==> config.mk <==
export PLATFORM = sky130hd
export DESIGN_NAME = ilace_linetype_seq
export DESIGN_NICKNAME = d
export VERILOG_FILES = /design/src/rtl/ilace_pkg.sv /design/src/rtl/ilace_line_counter.sv /design/src/rtl/ilace_seg_decode.sv /design/src/rtl/ilace_linetype_seq.sv
export SDC_FILE = /design/constraint.sdc
export NUM_CORES = 1
export LEC_CHECK = 0
export BUFFER_PORTS_ARGS = -buffer_cell sky130_fd_sc_hd__buf_2
export CAP_MARGIN = 30
export CORE_ASPECT_RATIO = 1.25
export CORE_MARGIN = 2
export CORE_UTILIZATION = 43
export DETAILED_ROUTE_END_ITERATION = 12
export GPL_ROUTABILITY_DRIVEN = 0
export GPL_TIMING_DRIVEN = 0
export PLACE_DENSITY = 0.66
export SYNTH_ARGS = -nofsm -noshare
export SYNTH_HDL_FRONTEND = slang
export SYNTH_HIERARCHICAL = 1
export SYNTH_SLANG_ARGS = --single-unit
==> constraint.sdc <==
create_clock -name clk -period 11.1 [get_ports clk]
set_clock_uncertainty 0.2 [all_clocks]
set_input_delay 1.11 -clock clk [delete_from_list [all_inputs] [get_ports clk]]
set_output_delay 1.11 -clock clk [all_outputs]
set_load 0.05 [all_outputs]
==> src/rtl/ilace_pkg.sv <==
package ilace_pkg;

    localparam int FRAME_LINES  = 525;
    localparam int FIELD1_LINES = 263;
    localparam int NUM_BP       = 14;   // boundaries inside the frame
    localparam int LINE_W       = 10;

    typedef enum logic [3:0] {
        LK_EQ_EQ      = 4'd0,
        LK_BRD_BRD    = 4'd1,
        LK_FULL_SYNC  = 4'd2,
        LK_VIDEO      = 4'd3,
        LK_VIDEO_EQ   = 4'd4,
        LK_EQ_BRD     = 4'd5,
        LK_BRD_EQ     = 4'd6,
        LK_FULL_EQ    = 4'd7,
        LK_SYNC_VIDEO = 4'd8
    } line_kind_e;

    // First line of segment i+1; segment 0 begins at line 1.
    function automatic int seg_start(input int i);
        case (i)
            0:  return 4;
            1:  return 7;
            2:  return 10;
            3:  return 20;
            4:  return 263;
            5:  return 264;
            6:  return 266;
            7:  return 267;
            8:  return 269;
            9:  return 270;
            10: return 272;
            11: return 273;
            12: return 282;
            default: return 283;
        endcase
    endfunction

    function automatic line_kind_e seg_kind(input logic [3:0] idx);
        case (idx)
            4'd0:  return LK_EQ_EQ;
            4'd1:  return LK_BRD_BRD;
            4'd2:  return LK_EQ_EQ;
            4'd3:  return LK_FULL_SYNC;
            4'd4:  return LK_VIDEO;
            4'd5:  return LK_VIDEO_EQ;
            4'd6:  return LK_EQ_EQ;
            4'd7:  return LK_EQ_BRD;
            4'd8:  return LK_BRD_BRD;
            4'd9:  return LK_BRD_EQ;
            4'd10: return LK_EQ_EQ;
            4'd11: return LK_FULL_EQ;
            4'd12: return LK_FULL_SYNC;
            4'd13: return LK_SYNC_VIDEO;
            default: return LK_VIDEO;
        endcase
    endfunction

endpackage

==> src/rtl/ilace_line_counter.sv <==
module ilace_line_counter #(
    parameter int LINE_W      = ilace_pkg::LINE_W,
    parameter int FRAME_LINES = ilace_pkg::FRAME_LINES
) (
    input  logic              clk,
    input  logic              rst,
    input  logic              adv,
    output logic [LINE_W-1:0] line_q,
    output logic              wrap_q
);

    localparam logic [LINE_W-1:0] LAST_LINE  = LINE_W'(FRAME_LINES);
    localparam logic [LINE_W-1:0] FIRST_LINE = LINE_W'(1);

    always_ff @(posedge clk) begin
        if (rst) begin
            line_q <= FIRST_LINE;
            wrap_q <= 1'b0;
        end else begin
            wrap_q <= 1'b0;
            if (adv) begin
                if (line_q == LAST_LINE) begin
                    line_q <= FIRST_LINE;
                    wrap_q <= 1'b1;
                end else begin
                    line_q <= line_q + FIRST_LINE;
                end
            end
        end
    end

    AST_LINE_IN_RANGE: assert property (@(posedge clk) disable iff (rst)
        (line_q >= FIRST_LINE) && (line_q <= LAST_LINE));
    AST_STEP_ONE: assert property (@(posedge clk) disable iff (rst)
        (!$past(rst) && $past(adv) && $past(line_q) != LAST_LINE)
            |-> (line_q == $past(line_q) + FIRST_LINE));
    AST_WRAP_PULSE: assert property (@(posedge clk) disable iff (rst)
        (!$past(rst) && $past(adv) && $past(line_q) == LAST_LINE)
            |-> (line_q == FIRST_LINE && wrap_q));
    AST_HOLD_IDLE: assert property (@(posedge clk) disable iff (rst)
        (!$past(rst) && !$past(adv)) |-> ($stable(line_q) && !wrap_q));
    AST_PULSE_SINGLE: assert property (@(posedge clk) disable iff (rst)
        wrap_q |=> !wrap_q);

endmodule

==> src/rtl/ilace_seg_decode.sv <==
module ilace_seg_decode
    import ilace_pkg::*;
#(
    parameter int LINE_W       = ilace_pkg::LINE_W,
    parameter int FIELD1_LINES = ilace_pkg::FIELD1_LINES,
    parameter int NUM_BP       = ilace_pkg::NUM_BP
) (
    input  logic              clk,
    input  logic              rst,
    input  logic [LINE_W-1:0] line_i,
    output line_kind_e        kind_o,
    output logic              field_o
);

    localparam int IDX_W = $clog2(NUM_BP + 1);

    logic [NUM_BP-1:0] reached;
    logic [IDX_W-1:0]  seg_idx;

    for (genvar g = 0; g < NUM_BP; g++) begin : g_bp
        localparam logic [LINE_W-1:0] START = LINE_W'(seg_start(g));
        assign reached[g] = (line_i >= START);
    end

    always_comb begin
        seg_idx = '0;
        for (int i = 0; i < NUM_BP; i++) begin
            seg_idx = seg_idx + IDX_W'(reached[i]);
        end
    end

    assign kind_o  = seg_kind(4'(seg_idx));
    assign field_o = (line_i > LINE_W'(FIELD1_LINES));

    AST_KIND_LEGAL: assert property (@(posedge clk) disable iff (rst)
        kind_o <= LK_SYNC_VIDEO);
    AST_FIELD_EDGE: assert property (@(posedge clk) disable iff (rst)
        $rose(field_o) |-> (line_i == LINE_W'(FIELD1_LINES + 1)));
    AST_FIELD1_TAIL: assert property (@(posedge clk) disable iff (rst)
        (line_i == LINE_W'(FIELD1_LINES)) |-> (kind_o == LK_VIDEO_EQ && !field_o));

endmodule

==> src/rtl/ilace_linetype_seq.sv <==
module ilace_linetype_seq
    import ilace_pkg::*;
#(
    parameter int LINE_W = ilace_pkg::LINE_W
) (
    input  logic              clk,
    input  logic              rst,
    input  logic              line_strobe,
    input  logic              line_en,
    output logic [LINE_W-1:0] line_num,
    output logic              field_id,
    output logic [3:0]        line_kind,
    output logic              frame_start
);

    logic       adv;
    line_kind_e kind;

    assign adv = line_strobe & line_en;

    ilace_line_counter #(
        .LINE_W      (LINE_W),
        .FRAME_LINES (FRAME_LINES)
    ) u_cnt (
        .clk    (clk),
        .rst    (rst),
        .adv    (adv),
        .line_q (line_num),
        .wrap_q (frame_start)
    );

    ilace_seg_decode #(
        .LINE_W       (LINE_W),
        .FIELD1_LINES (FIELD1_LINES),
        .NUM_BP       (NUM_BP)
    ) u_dec (
        .clk     (clk),
        .rst     (rst),
        .line_i  (line_num),
        .kind_o  (kind),
        .field_o (field_id)
    );

    assign line_kind = kind;

    AST_START_AT_TOP: assert property (@(posedge clk) disable iff (rst)
        frame_start |-> (line_num == LINE_W'(1) && !field_id));
    AST_FIELD_FALL: assert property (@(posedge clk) disable iff (rst)
        $fell(field_id) |-> frame_start);

endmodule

* Word level (Yosys, flattened, before mapping)
Memory sizes are Yosys's and may differ from the RTL's. Index checks and enable logic that the tools add are counted.
Word-level totals: bits of input ports 4, output and inout bits 16, ROM bits 64, memories 1, register bits after elaboration 11
Cells by class: equal/unequal tests 1, muxes and demuxes 2, reductions and logical operators 1, bitwise logic cells 2, $add $sub $neg 14, magnitude comparators 15
Memory list:
- (no name shown) | depth 16, bits a word 4, read ports 1, clocked after Yosys merged registers in 0, wr ports 0, RTL line ilace_pkg.sv:41 | case (idx)
Operators by type and width (count):
- $ge 10x9->1 const B | 10
- $add 4x1->4 | 12
- $ge 10x3->1 const B | 2
- $add 10x1->10 const B | 1
- $eq 10x10->1 const B | 1
- $ge 10x4->1 const B | 1
- $ge 10x5->1 const B | 1
- $gt 10x9->1 const B | 1
- $mux 10 | 1
- $add 1x1->2 | 1
- $reduce_or 2->1 | 1
- $and 1x1->1 | 1
- $mux 1 | 1
- $not 1->1 | 1

* Depth between registers and ports, before layout
Gate-level depths: netlist of run 1. An unclocked memory read counts as a cell.
depth after elaboration 15, depth in mapped cells 18

* By module
The synthesis of run 1 kept the hierarchy.
Modules (own cells, without submodules):
- ilace_seg_decode | instances 1, cells each 85, sequential area each 0.0 sq um, area each 656.9 sq um
- ilace_line_counter | instances 1, cells each 55, sequential area each 220.2 sq um, area each 530.5 sq um
- ilace_linetype_seq | instances 1, cells each 1, sequential area each 0.0 sq um, area each 6.3 sq um

* Worst setup path after synthesis of run 1
Ideal clock, no wire load.
path type register to output, start point register u_cnt.line_q[2], end point output port line_kind[3], buffers on the path 1, data arrival time 5559 ps, required time 9790 ps, slack 4231 ps, stages on the path, launching flop included 17, cells stage by stage dfxtp_1 clkbuf_1 a21o_1 nand2_1 and2_0 o21ai_0 fa_1 inv_1 fa_1 fa_1 fa_1 inv_1 ha_1 inv_1 fa_1 ha_1 nor3b_1
Between the ends: word-level cells in the longest chain between the ends 15
Ends and longest elaborated chain:
- from (decl) | RTL line ilace_line_counter.sv:8 | output logic [LINE_W-1:0] line_q,
- from (signal assigned) | RTL line ilace_line_counter.sv:26 | line_q <= line_q + FIRST_LINE;
- $ge 10x3->1 | RTL line ilace_seg_decode.sv:22 | assign reached[g] = (line_i >= START);
- $add 1x1->2 | RTL line ilace_seg_decode.sv:28 | seg_idx = seg_idx + IDX_W'(reached[i]);
- $add 4x1->4 (11 in a row) | RTL line ilace_seg_decode.sv:28
- $add 4x1->4 * | RTL line ilace_seg_decode.sv:28
- $mem_v2 16x4 *
- to (decl) | RTL line ilace_linetype_seq.sv:12 | output logic [3:0] line_kind,
Mark *: on every way between the ends. The rest lies on a longest branch, timed or not.

* Worst setup path in the final report of run 1
start point register u_cnt.line_q[4], end point output port line_kind[0]
The elaborated chain is that of the path after synthesis.

==> results by stage, run 1 <==
Run status:
- The run finished with clean final reports.

Routing:
- After detailed routing, the met3 layer carries 71 um of wire.
- The detailed-route wire length on metal 1 is 1012 um.
- The routed design uses 1346 um of met2 wire.
- In this run the remaining antenna-violating nets after routing total 0.
- Wires add up to 2442 um.
- The remaining routing DRC violations is 0.
- Before antenna repair, the detailed router went through 4 iterations.
- The via count is 1,044.
- The top layer reached by signal wires is met4.
- In this run, the number of DRC markers left after iteration 0 of detailed routing was 20.
- In the final routed layout, each cell accounts on average for 12.33 um.
- The number of vias per cell after detailed routing is 5.273.

STA:
- The portion of the clock cycle consumed by the worst path in the final layout is 60.44%.
- The final max-slew violation count was 0.
- The hold violation count in the final report was 0.
- The transition time at the pin with the least slew margin is 494.2 ps.
- Setup repair after global routing left no endpoint under its margin.
- The setup TNS is 0 ps.
- The tightest hold path in the finished design has a slack of 454.3 ps.
- In this run the tightest slew margin relative to its limit is 66.80%.
- Timing would allow up to 149.0 MHz.
- The number of endpoints failing setup at the final stage is 0.
- The minimum clock period is 6709 ps.

Placed design:
- Detailed placement finished with a half-perimeter wire length of 1963 um.
- Once placement finished, the instance area stood at 0.001331 mm^2.
- After detailed placement, the design holds a cell count of 194.
- Input and output buffers added on the ports amount to 19.

Pwr:
- The maximum vdd drop is 0.04433 mV.
- For this design the static power due to leakage is 0.6560 nW.
- The sequential group share of total power is 51.8%.
- The cell-internal power is 0.00005859 W.
- Of the total power, the clock network draws 32.9%.
- The total power density per cell area is 60.35 mW/mm^2.
- Summed over all nets, the switching power comes to 0.00002333 W.
- The part of the total power dissipated in combinational logic is 15.2%.
- Net switching is 28.48% of the power.

Logic synthesis:
- A synthesized cell averages 8.466 um^2.
- The share of the yosys chip area belonging to registers is 18.45%.
- After technology mapping, the gate count stands at 141.
- The synthesized design contains 0 enable-type register cells.
- For this run, the leading register cell type out of synthesis is sky130_fd_sc_hd__dfxtp_1.
- The distinct cell type count after synthesis is 40.
- The number of warnings issued by yosys is 6.
- After synthesis, the share of flip-flops with an asynchronous set or reset is 0%.
- The synthesized net count is 163.
- The synthesized flop and latch total is 11.
- After synthesis the cells add up to 0.001194 mm^2.

Die:
- The core region is 0.002654 mm^2.
- For this design the top-level I/O count stands at 20.
- The floorplan has 21 rows.
- The vertical die dimension is 62.91 um.
- The die covers 0.003216 mm^2.
- For this configuration, the core starts out at a cell density of 44.98%.
- The chip width is 51.13 um.

Setup path:
- Among the stages of the critical path, the cell type that occurs most often is sky130_fd_sc_hd__fa_1.
- The kind of cell with the highest combined delay along the critical path is adder cells.
- The highest cell delay on the worst timing path is 560 ps.
- The signal on the critical path passes through nor4_4, nor2b_1, o21ai_0, fa_1, inv_1, fa_1, fa_1, fa_1, inv_1, ha_1, inv_1, fa_1, xor2_4, or3_1, o211ai_2, buf_2.
- The worst setup path is captured at a primary output.
- Data on the critical path is required at its endpoint by 9790 ps.
- The slowest stage of the critical path belongs to the cell sky130_fd_sc_hd__nor4_4.
- The number of buffers and inverters on the critical path is 4.
- Data arrives at the worst endpoint at 5400 ps.
- The startpoint type of the worst setup path is a flip-flop.
- Of all nets on the critical path, the largest fanout is 11.
- The kind of critical path is flip-flop to primary output.

Min path:
- The min-delay analysis places its worst path in the category flip-flop to flip-flop.

Clock network:
- The clock tree from TritonCTS is done.
- The worst-skew pair later-pin latency is 260 ps.
- In this run the deepest clock path goes through 2 buffers.
- Once the clock tree was built, the setup fixing pass inserted 0 buffers.
- In this run, post-CTS repair resized a total of 0 instances.
- The clock edge transition at the registers on the reported setup and hold paths is 70 ps.
- Clock tree synthesis selected as its root buffer the cell sky130_fd_sc_hd__clkbuf_4.
- For this design, the CTS-stage hold fixing added 0 buffers.
- CTS built an H-tree with a depth of 1.
- The clock net sink count is 11.
- The number of clock buffers added by TritonCTS is 3.

GRT:
- The number of global-route vias before repair is 994.
- For this run the aggregate overflow at the end of global routing stands at 0.
- The global-route wire length before repair is 4291 um.
- The number of antenna violations at the first check in global routing is 0.
- Global routing used 16.72% of the available tracks across all layers.
- The pin count of the biggest net entering global routing is 14.

Layout:
- At the end of the flow the core is filled with cells to 51.16%.
- For this run, the post-layout net count is 187.
- The number of antenna diodes in the final layout is 0.
- The share of post-route cells with drive strength above 1 is 20.12%.
- The number of standard cells in the final layout excluding fillers is 198.
- The post-route cell area is 0.001358 mm^2.
- The area growth from synthesis to layout is 13.73%.

Flow run:
- The count of max-cap constraint violations is 0.
registers in the layout, summed over array words and instances, names as in the netlist:
signal / cells
u_cnt/line_q: 10
u_cnt/wrap_q: 1
layer usage:
layer	GRT usage, %	vias up
met5	0	-
met4	6.419	0
met3	1.435	2
met2	29.38	15
met1	20.51	510
li1	-	517
tightest hold or removal path, cell delays in order, from the launching register on:
cell,delay [ps]
sky130_fd_sc_hd__dfxtp_1,390
sky130_fd_sc_hd__xor2_1,180
sky130_fd_sc_hd__nor2_1,50
Yosys cell counts (2+ instances only):
cell type,number,share of area (%)
sky130_fd_sc_hd__inv_1,18,5.7
sky130_fd_sc_hd__and3_1,2,1.0
sky130_fd_sc_hd__clkbuf_1,2,0.63
sky130_fd_sc_hd__a21o_1,2,1.3
sky130_fd_sc_hd__xor2_1,5,3.7
sky130_fd_sc_hd__o21ai_0,8,3.4
sky130_fd_sc_hd__nand4_1,5,2.6
sky130_fd_sc_hd__nor2_1,18,5.7
sky130_fd_sc_hd__fa_1,9,15
sky130_fd_sc_hd__xnor2_1,5,3.7
sky130_fd_sc_hd__nand2_1,10,3.1
sky130_fd_sc_hd__nand2b_1,2,1.0
sky130_fd_sc_hd__ha_1,9,9.4
sky130_fd_sc_hd__a21oi_1,5,2.1
sky130_fd_sc_hd__nor3_1,3,1.3
sky130_fd_sc_hd__dfxtp_1,11,18
sky130_fd_sc_hd__nand3_1,4,1.7
logic make-up (layout without fill, tap and decap cells):
family / count (synthesis) / after routing / share of synthesized area [%]
fa+ha+maj: 18 / 18 / 24.53
flops: 11 / 11 / 18.45
xor+xnor: 11 / 11 / 9.644
buf+inv: 22 / 45 / 7.862
mux: 1 / 1 / 0.8386
compound gates: 22 / 22 / 12.05
simple gates: 56 / 56 / 26.63
area by class of cell:
type	instances	area, um^2
multi-input cells	108	879.6
well taps	34	42.54
inverters	18	67.56
clock buffers	4	26.28
repair buffers	19	95.09
plain buffers	4	26.28
flip-flops and latches	11	220.2
fillers	271	1296
power groups by stage:
stage | Clock, W | Sequential, W | Combinational, W
4_1_cts | 0.0000278 | 0.0000424 | 0.0000126
3_3_place_gp | 0 | 0.0000433 | 0.0000121
2_1_floorplan | 0 | 0.0000453 | 0.00000717
6_report | 0.0000270 | 0.0000425 | 0.0000125
5_1_grt | 0.0000296 | 0.0000428 | 0.0000138
3_5_place_dp | 0 | 0.0000434 | 0.0000126
cell usage in the layout (no fill, tap or decap), types with 4 or more instances in the layout:
cell | Yosys | final
sky130_fd_sc_hd__a21oi_1 | 5 | 5
sky130_fd_sc_hd__buf_2 | 0 | 19
sky130_fd_sc_hd__dfxtp_1 | 11 | 11
sky130_fd_sc_hd__fa_1 | 9 | 9
sky130_fd_sc_hd__ha_1 | 9 | 9
sky130_fd_sc_hd__inv_1 | 18 | 18
sky130_fd_sc_hd__nand2_1 | 10 | 10
sky130_fd_sc_hd__nand3_1 | 4 | 4
sky130_fd_sc_hd__nand4_1 | 5 | 5
sky130_fd_sc_hd__nor2_1 | 18 | 18
sky130_fd_sc_hd__o21ai_0 | 8 | 8
sky130_fd_sc_hd__xnor2_1 | 5 | 5
sky130_fd_sc_hd__xor2_1 | 5 | 5
through the flow:
stage,total power (W),worst slack [ps]
2_1_floorplan,0.00005250,4231
3_3_place_gp,0.00005541,4769
3_5_place_dp,0.00005593,4707
4_1_cts,0.00008287,4380
5_1_grt,0.00008624,4145
6_report,0.00008192,4391
final timing paths:
kind              startpoint              end  slack (ps)  depth (start not counted)
max          u_cnt/line_q[4]     line_kind[0]        4390                         16
min          u_cnt/line_q[2]  u_cnt/line_q[2]         450                          2
max reg2reg  u_cnt/line_q[1]  u_cnt/line_q[1]        9220                          7
min reg2reg  u_cnt/line_q[2]  u_cnt/line_q[2]         450                          2
Note: power is estimated with default switching activity, not from simulation.
==> run 2, diff against run 1 <==
--- a/config.mk
+++ b/config.mk
@@ -5,6 +5,7 @@
 export SDC_FILE = /design/constraint.sdc
 export NUM_CORES = 1
 export LEC_CHECK = 0
+export ABC_AREA = 1
 export BUFFER_PORTS_ARGS = -buffer_cell sky130_fd_sc_hd__buf_2
 export CAP_MARGIN = 30
 export CORE_ASPECT_RATIO = 1.25
@@ -13,7 +14,7 @@
 export DETAILED_ROUTE_END_ITERATION = 12
 export GPL_ROUTABILITY_DRIVEN = 0
 export GPL_TIMING_DRIVEN = 0
-export PLACE_DENSITY = 0.66
+export PLACE_DENSITY = 0.65
 export SYNTH_ARGS = -nofsm -noshare
 export SYNTH_HDL_FRONTEND = slang
 export SYNTH_HIERARCHICAL = 1
==> constraint.sdc (replaced) <==
create_clock -name clk -period 6.6 [get_ports clk]
set_clock_uncertainty 0.2 [all_clocks]
set_input_delay 0.66 -clock clk [delete_from_list [all_inputs] [get_ports clk]]
set_output_delay 0.66 -clock clk [all_outputs]
set_load 0.05 [all_outputs]
==> results by stage, run 2 <==
Run status:
- Run status: completed (unchanged).

Clock network:
- The deepest clock path buffer count was 2 (unchanged).
- The clock net sink count came to 11 (unchanged).
- The quantity of gates resized following cts is 0 (unchanged).
- The H-tree depth is 1 (unchanged).
- The clock edge transition at the registers on the reported setup and hold paths came to 50 ps (was 70 ps).
- The number of CTS-inserted buffers is 3 (unchanged).
- The total setup buffers inserted after CTS came to 0 (unchanged).
- The clock tree from TritonCTS was done (unchanged).
- The worst-skew pair later-pin latency is 240 ps (was 260 ps).
- The root buffer selected by CTS was sky130_fd_sc_hd__clkbuf_8 (was sky130_fd_sc_hd__clkbuf_4).
- The number of buffers inserted by hold repair at cts is 0 (unchanged).

Logic synthesis:
- The most instantiated flip-flop cell in the synthesis netlist is sky130_fd_sc_hd__dfxtp_1 (unchanged).
- Synth cell count leaders: sky130_fd_sc_hd__nand2_1 (55), sky130_fd_sc_hd__inv_1 (45), sky130_fd_sc_hd__nand3_1 (29), sky130_fd_sc_hd__nor2_1 (21) (was sky130_fd_sc_hd__inv_1 (18), sky130_fd_sc_hd__nor2_1 (18), sky130_fd_sc_hd__dfxtp_1 (11), sky130_fd_sc_hd__nand2_1 (10)).
- The share of the yosys chip area belonging to registers is 15.02% (was 18.45%).
- The async set or reset register ratio after synthesis is 0% (unchanged).
- The post-synthesis instance area was 0.001466 mm^2 (was 0.001194 mm^2).
- The most used standard cell by instance count after synthesis is sky130_fd_sc_hd__nand2_1.
- Cells taking the most area after synthesis: sky130_fd_sc_hd__dfxtp_1 (15%), sky130_fd_sc_hd__nand2_1 (14%), sky130_fd_sc_hd__fa_1 (12%) (was sky130_fd_sc_hd__dfxtp_1 (18%), sky130_fd_sc_hd__fa_1 (15%), sky130_fd_sc_hd__ha_1 (9.4%)).
- The number of instances in the synthesized netlist is 227 (was 141).
- The mean area per synthesized cell is 6.460 um^2 (was 8.466 um^2).
- The leading area contributor after synthesis is sky130_fd_sc_hd__dfxtp_1 (unchanged).
- The top-area cell type share of the netlist area is 15.02% (was 18.45%).
- The distinct cell type count after synthesis is 26 (was 40).
- The number of warnings issued by yosys came to 6 (unchanged).
- The number of enable flip-flop cells after synthesis is 0 (unchanged).
- The synthesized flop and latch total came to 11 (unchanged).
- The synthesized net count came to 249 (was 163).

Pwr:
- The switching power share of the total is 27.69% (was 28.48%).
- The part of the total power dissipated in combinational logic is 13.9% (was 15.2%).
- The cell-internal power is 0.0001180 W (was 0.00005859 W).
- The sequential group share of total power came to 43.5% (was 51.8%).
- The net switching component of the power came to 0.00004521 W (was 0.00002333 W).
- The total power density per cell area came to 98.76 mW/mm^2 (was 60.35 mW/mm^2).
- The maximum vdd drop is 0.1158 mV (was 0.04433 mV).
- The leakage power total is 0.8845 nW (was 0.6560 nW).
- The clock network fraction of design power is 42.7% (was 32.9%).

Setup path:
- The highest cell delay on the worst timing path is 550 ps (was 560 ps).
- The worst path required time is 5740 ps (was 9790 ps).
- The kind of critical path is flip-flop to primary output (unchanged).
- The startpoint type of the worst setup path is a flip-flop (unchanged).
- The most numerous cell on the critical path is sky130_fd_sc_hd__fa_1 (unchanged).
- The path depth of the worst reg2reg path is 6 (was 7).
- The number of buffers and inverters on the critical path is 5 (was 4).
- The data arrival at the endpoint of the critical path was 4970 ps (was 5400 ps).
- The launch point of the critical path was u_cnt/line_q[3] (was u_cnt/line_q[4]).
- Ordered cell list for the critical path: inv_1, nand4_1, nor3b_1, fa_1, fa_1, fa_1, fa_1, inv_1, ha_1, inv_1, fa_1, ha_1, inv_1, nand2_1, nand2_1, nand2_1, nand2_1, buf_2 (was nor4_4, nor2b_1, o21ai_0, fa_1, inv_1, fa_1, fa_1, fa_1, inv_1, ha_1, inv_1, fa_1, xor2_4, or3_1, o211ai_2, buf_2).
- The highest fanout seen on the critical path is 10 (was 11).
- The category of cells accounting for the largest share of critical-path delay was adder cells (unchanged).
- The element type at the critical path end is a primary output (unchanged).
- The slowest library cell on the worst path is sky130_fd_sc_hd__fa_1 (was sky130_fd_sc_hd__nor4_4).
- The register-to-register path setup slack was 5010 ps (was 9220 ps).
- The number of cells on the critical path was 18 (was 16).
- The endpoint of the most critical setup path is line_kind[0] (unchanged).
- The destination of the worst register-to-register timing path is u_cnt/line_q[9] (was u_cnt/line_q[1]).
- The startpoint of the lowest-slack register-to-register path is u_cnt/line_q[0] (was u_cnt/line_q[1]).

Die:
- The area enclosed by the die boundary came to 0.003896 mm^2 (was 0.003216 mm^2).
- The core region area is 0.003223 mm^2 (was 0.002654 mm^2).
- The number of I/O pins is 20 (unchanged).
- The chip width is 56.23 um (was 51.13 um).
- The initial standard-cell utilization of the core is 45.50% (was 44.98%).
- The vertical die dimension is 69.29 um (was 62.91 um).
- The number of core rows is 23 (was 21).

GRT:
- The met2 global-route usage is 27.97% (was 29.38%).
- The met1 routing resource usage after global routing is 22.26% (was 20.51%).
- The number of global-route vias before repair is 1,269 (was 994).
- The pin count of the biggest net entering global routing is 12 (was 14).
- The remaining global-route overflow is 0 (unchanged).
- The overall fraction of global-route tracks in use is 16.48% (was 16.72%).
- The layer carrying the most global-route usage is met2 (unchanged).
- The number of antenna violations at the first check in global routing is 0 (unchanged).
- The met3 usage came to 1.119% (was 1.435%).
- The global-route wire length before repair is 5382 um (was 4291 um).

Flow run:
- The count of max-cap constraint violations came to 0 (unchanged).

Routing:
- The count of antenna-violating nets left after detailed routing is 0 (unchanged).
- The remaining routing DRC violations is 0 (unchanged).
- The total length of routed wires is 2885 um (was 2442 um).
- The number of detailed-routing iterations run before antenna repair is 5 (was 4).
- The violation count after the first detailed-route iteration is 27 (was 20).
- The via count was 1,365 (was 1,044).
- The average wire length per cell after detail routing was 10.05 um (was 12.33 um).
- The number of vias per cell after detailed routing is 4.756 (was 5.273).

Layout:
- The register with the highest flop count is u_cnt/line_q (unchanged).
- Leading cell types in the layout, fill and taps excluded: sky130_fd_sc_hd__nand2_1 (55), sky130_fd_sc_hd__inv_1 (45), sky130_fd_sc_hd__nand3_1 (29), sky130_fd_sc_hd__nor2_1 (21), sky130_fd_sc_hd__buf_2 (19) (was sky130_fd_sc_hd__buf_2 (19), sky130_fd_sc_hd__inv_1 (18), sky130_fd_sc_hd__nor2_1 (18), sky130_fd_sc_hd__dfxtp_1 (11), sky130_fd_sc_hd__nand2_1 (10)).
- Registers with the most flip-flops: u_cnt/line_q x10, u_cnt/wrap_q x1 (unchanged).
- The area growth from synthesis to layout is 12.71% (was 13.73%).
- The number of flip-flops in the largest register is 10 (unchanged).
- The share of the core filled with cells in the final layout is 51.28% (was 51.16%).
- The most common cell after layout, fill and taps aside is sky130_fd_sc_hd__nand2_1 (was sky130_fd_sc_hd__buf_2).
- The number of nets in the layout is 273 (was 187).
- The share of post-route cells with drive strength above 1 came to 22.00% (was 20.12%).
- The final antenna diode count is 0 (unchanged).

STA:
- The setup TNS was 0 ps (unchanged).
- The worst slew margin relative to its limit is 72.30% (was 66.80%).
- The transition time at the pin with the least slew margin is 415.0 ps (was 494.2 ps).
- The hold violation count in the final report was 0 (unchanged).
- The number of endpoints failing setup at the final stage is 0 (unchanged).
- The final max-slew violation count was 0 (unchanged).
- Unrepaired setup endpoints after global routing: false (unchanged).
- For this run, the top clock speed supported by timing is 171.4 MHz.
- The minimum clock period is 5833 ps.
- Of the available clock period, the critical path in the final layout requires 88.38%.
- The worst hold slack across all endpoints was 419.8 ps (was 454.3 ps).

Min path:
- The classification of the worst-slack hold path is flip-flop to flip-flop (unchanged).
- The worst min-delay path startpoint is u_cnt/line_q[8] (was u_cnt/line_q[2]).

Placed design:
- The detailed placer's ending HPWL is 2341 um (was 1963 um).
- The total of buffers placed on input and output ports is 19 (unchanged).
run 2: changes by cell type after synthesis, sizes merged, moves of 4 or more:
cell,previous run,this run
nand2,10,67
inv,18,46
nand3,5,30
nor2,18,36
a21oi,6,0
xnor2,5,1
xor2,6,2
run 2: worst min path at each step:
stage | end | slack [ps] | cells past startpoint
global route | u_cnt/line_q[9] | 450 | 4
detailed placement | u_cnt/line_q[8] | 420 | 3
floorplan | u_cnt/line_q[8] | 530 | 1
finish | u_cnt/line_q[8] | 420 | 3
global placement | u_cnt/line_q[8] | 410 | 3
CTS | u_cnt/line_q[9] | 430 | 4
run 2: cell families (layout without fill, tap and decap cells):
family / after synthesis / after routing / synth area share (%)
AND/OR/NAND/NOR: 141 / 141 / 48.12
AO/OA/AOI/OAI: 6 / 6 / 2.474
adder cells (fa/ha/maj): 18 / 18 / 19.97
flip-flops: 11 / 11 / 15.02
XOR/XNOR: 3 / 3 / 1.792
buffers and inverters: 48 / 71 / 12.63
run 2: power groups by stage:
stage	clock [W]	combinational [W]	sequential, W
after floorplan	0	0.0000135	0.0000757
after global placement	0	0.0000224	0.0000724
after detailed placement	0	0.0000228	0.0000724
after CTS	0.0000710	0.0000229	0.0000710
after global routing	0.0000747	0.0000255	0.0000716
final	0.0000696	0.0000226	0.0000710
run 2: per-stage QoR:
| stage | power, W | worst slack [ps] | std cells | instance area [um^2] |
|---|---|---|---|---|
| detailed placement | 0.00009519 | 1031 | 283 | 1608 |
| CTS | 0.0001649 | 749.1 | 287 | 1653 |
| finish | 0.0001632 | 767.2 | 287 | 1653 |
| global route | 0.0001718 | 380.6 | 287 | 1653 |
| floorplan | 0.00008916 | 801.7 | 227 | 1466 |
| global placement | 0.00009480 | 1007 | 283 | 1608 |
run 2: worst reg2reg max path: stages, from the launching register on:
cell,delay [ps]
sky130_fd_sc_hd__dfxtp_1,520
sky130_fd_sc_hd__ha_1,240
sky130_fd_sc_hd__nand2_1,60
sky130_fd_sc_hd__nor2_1,170
sky130_fd_sc_hd__nand3b_4,120
sky130_fd_sc_hd__nand2_4,120
sky130_fd_sc_hd__nor2_2,50
run 2: layer usage:
metal / part of all wire (%) / wire, um
met1: 48 / 1379
met2: 49 / 1400
met3: 2.6 / 76
met4: 1.0 / 29
met5: 0 / 0
run 2: final cells by class:
| type | instances | area [um^2] |
|---|---|---|
| well taps | 37 | 46.29 |
| flip-flops and latches | 11 | 220.2 |
| plain buffers | 1 | 7.507 |
| repair buffers | 19 | 95.09 |
| fillers | 349 | 1570 |
| clock buffers | 4 | 45.04 |
| multi-input cells | 168 | 1061 |
| inverters | 47 | 177.7 |
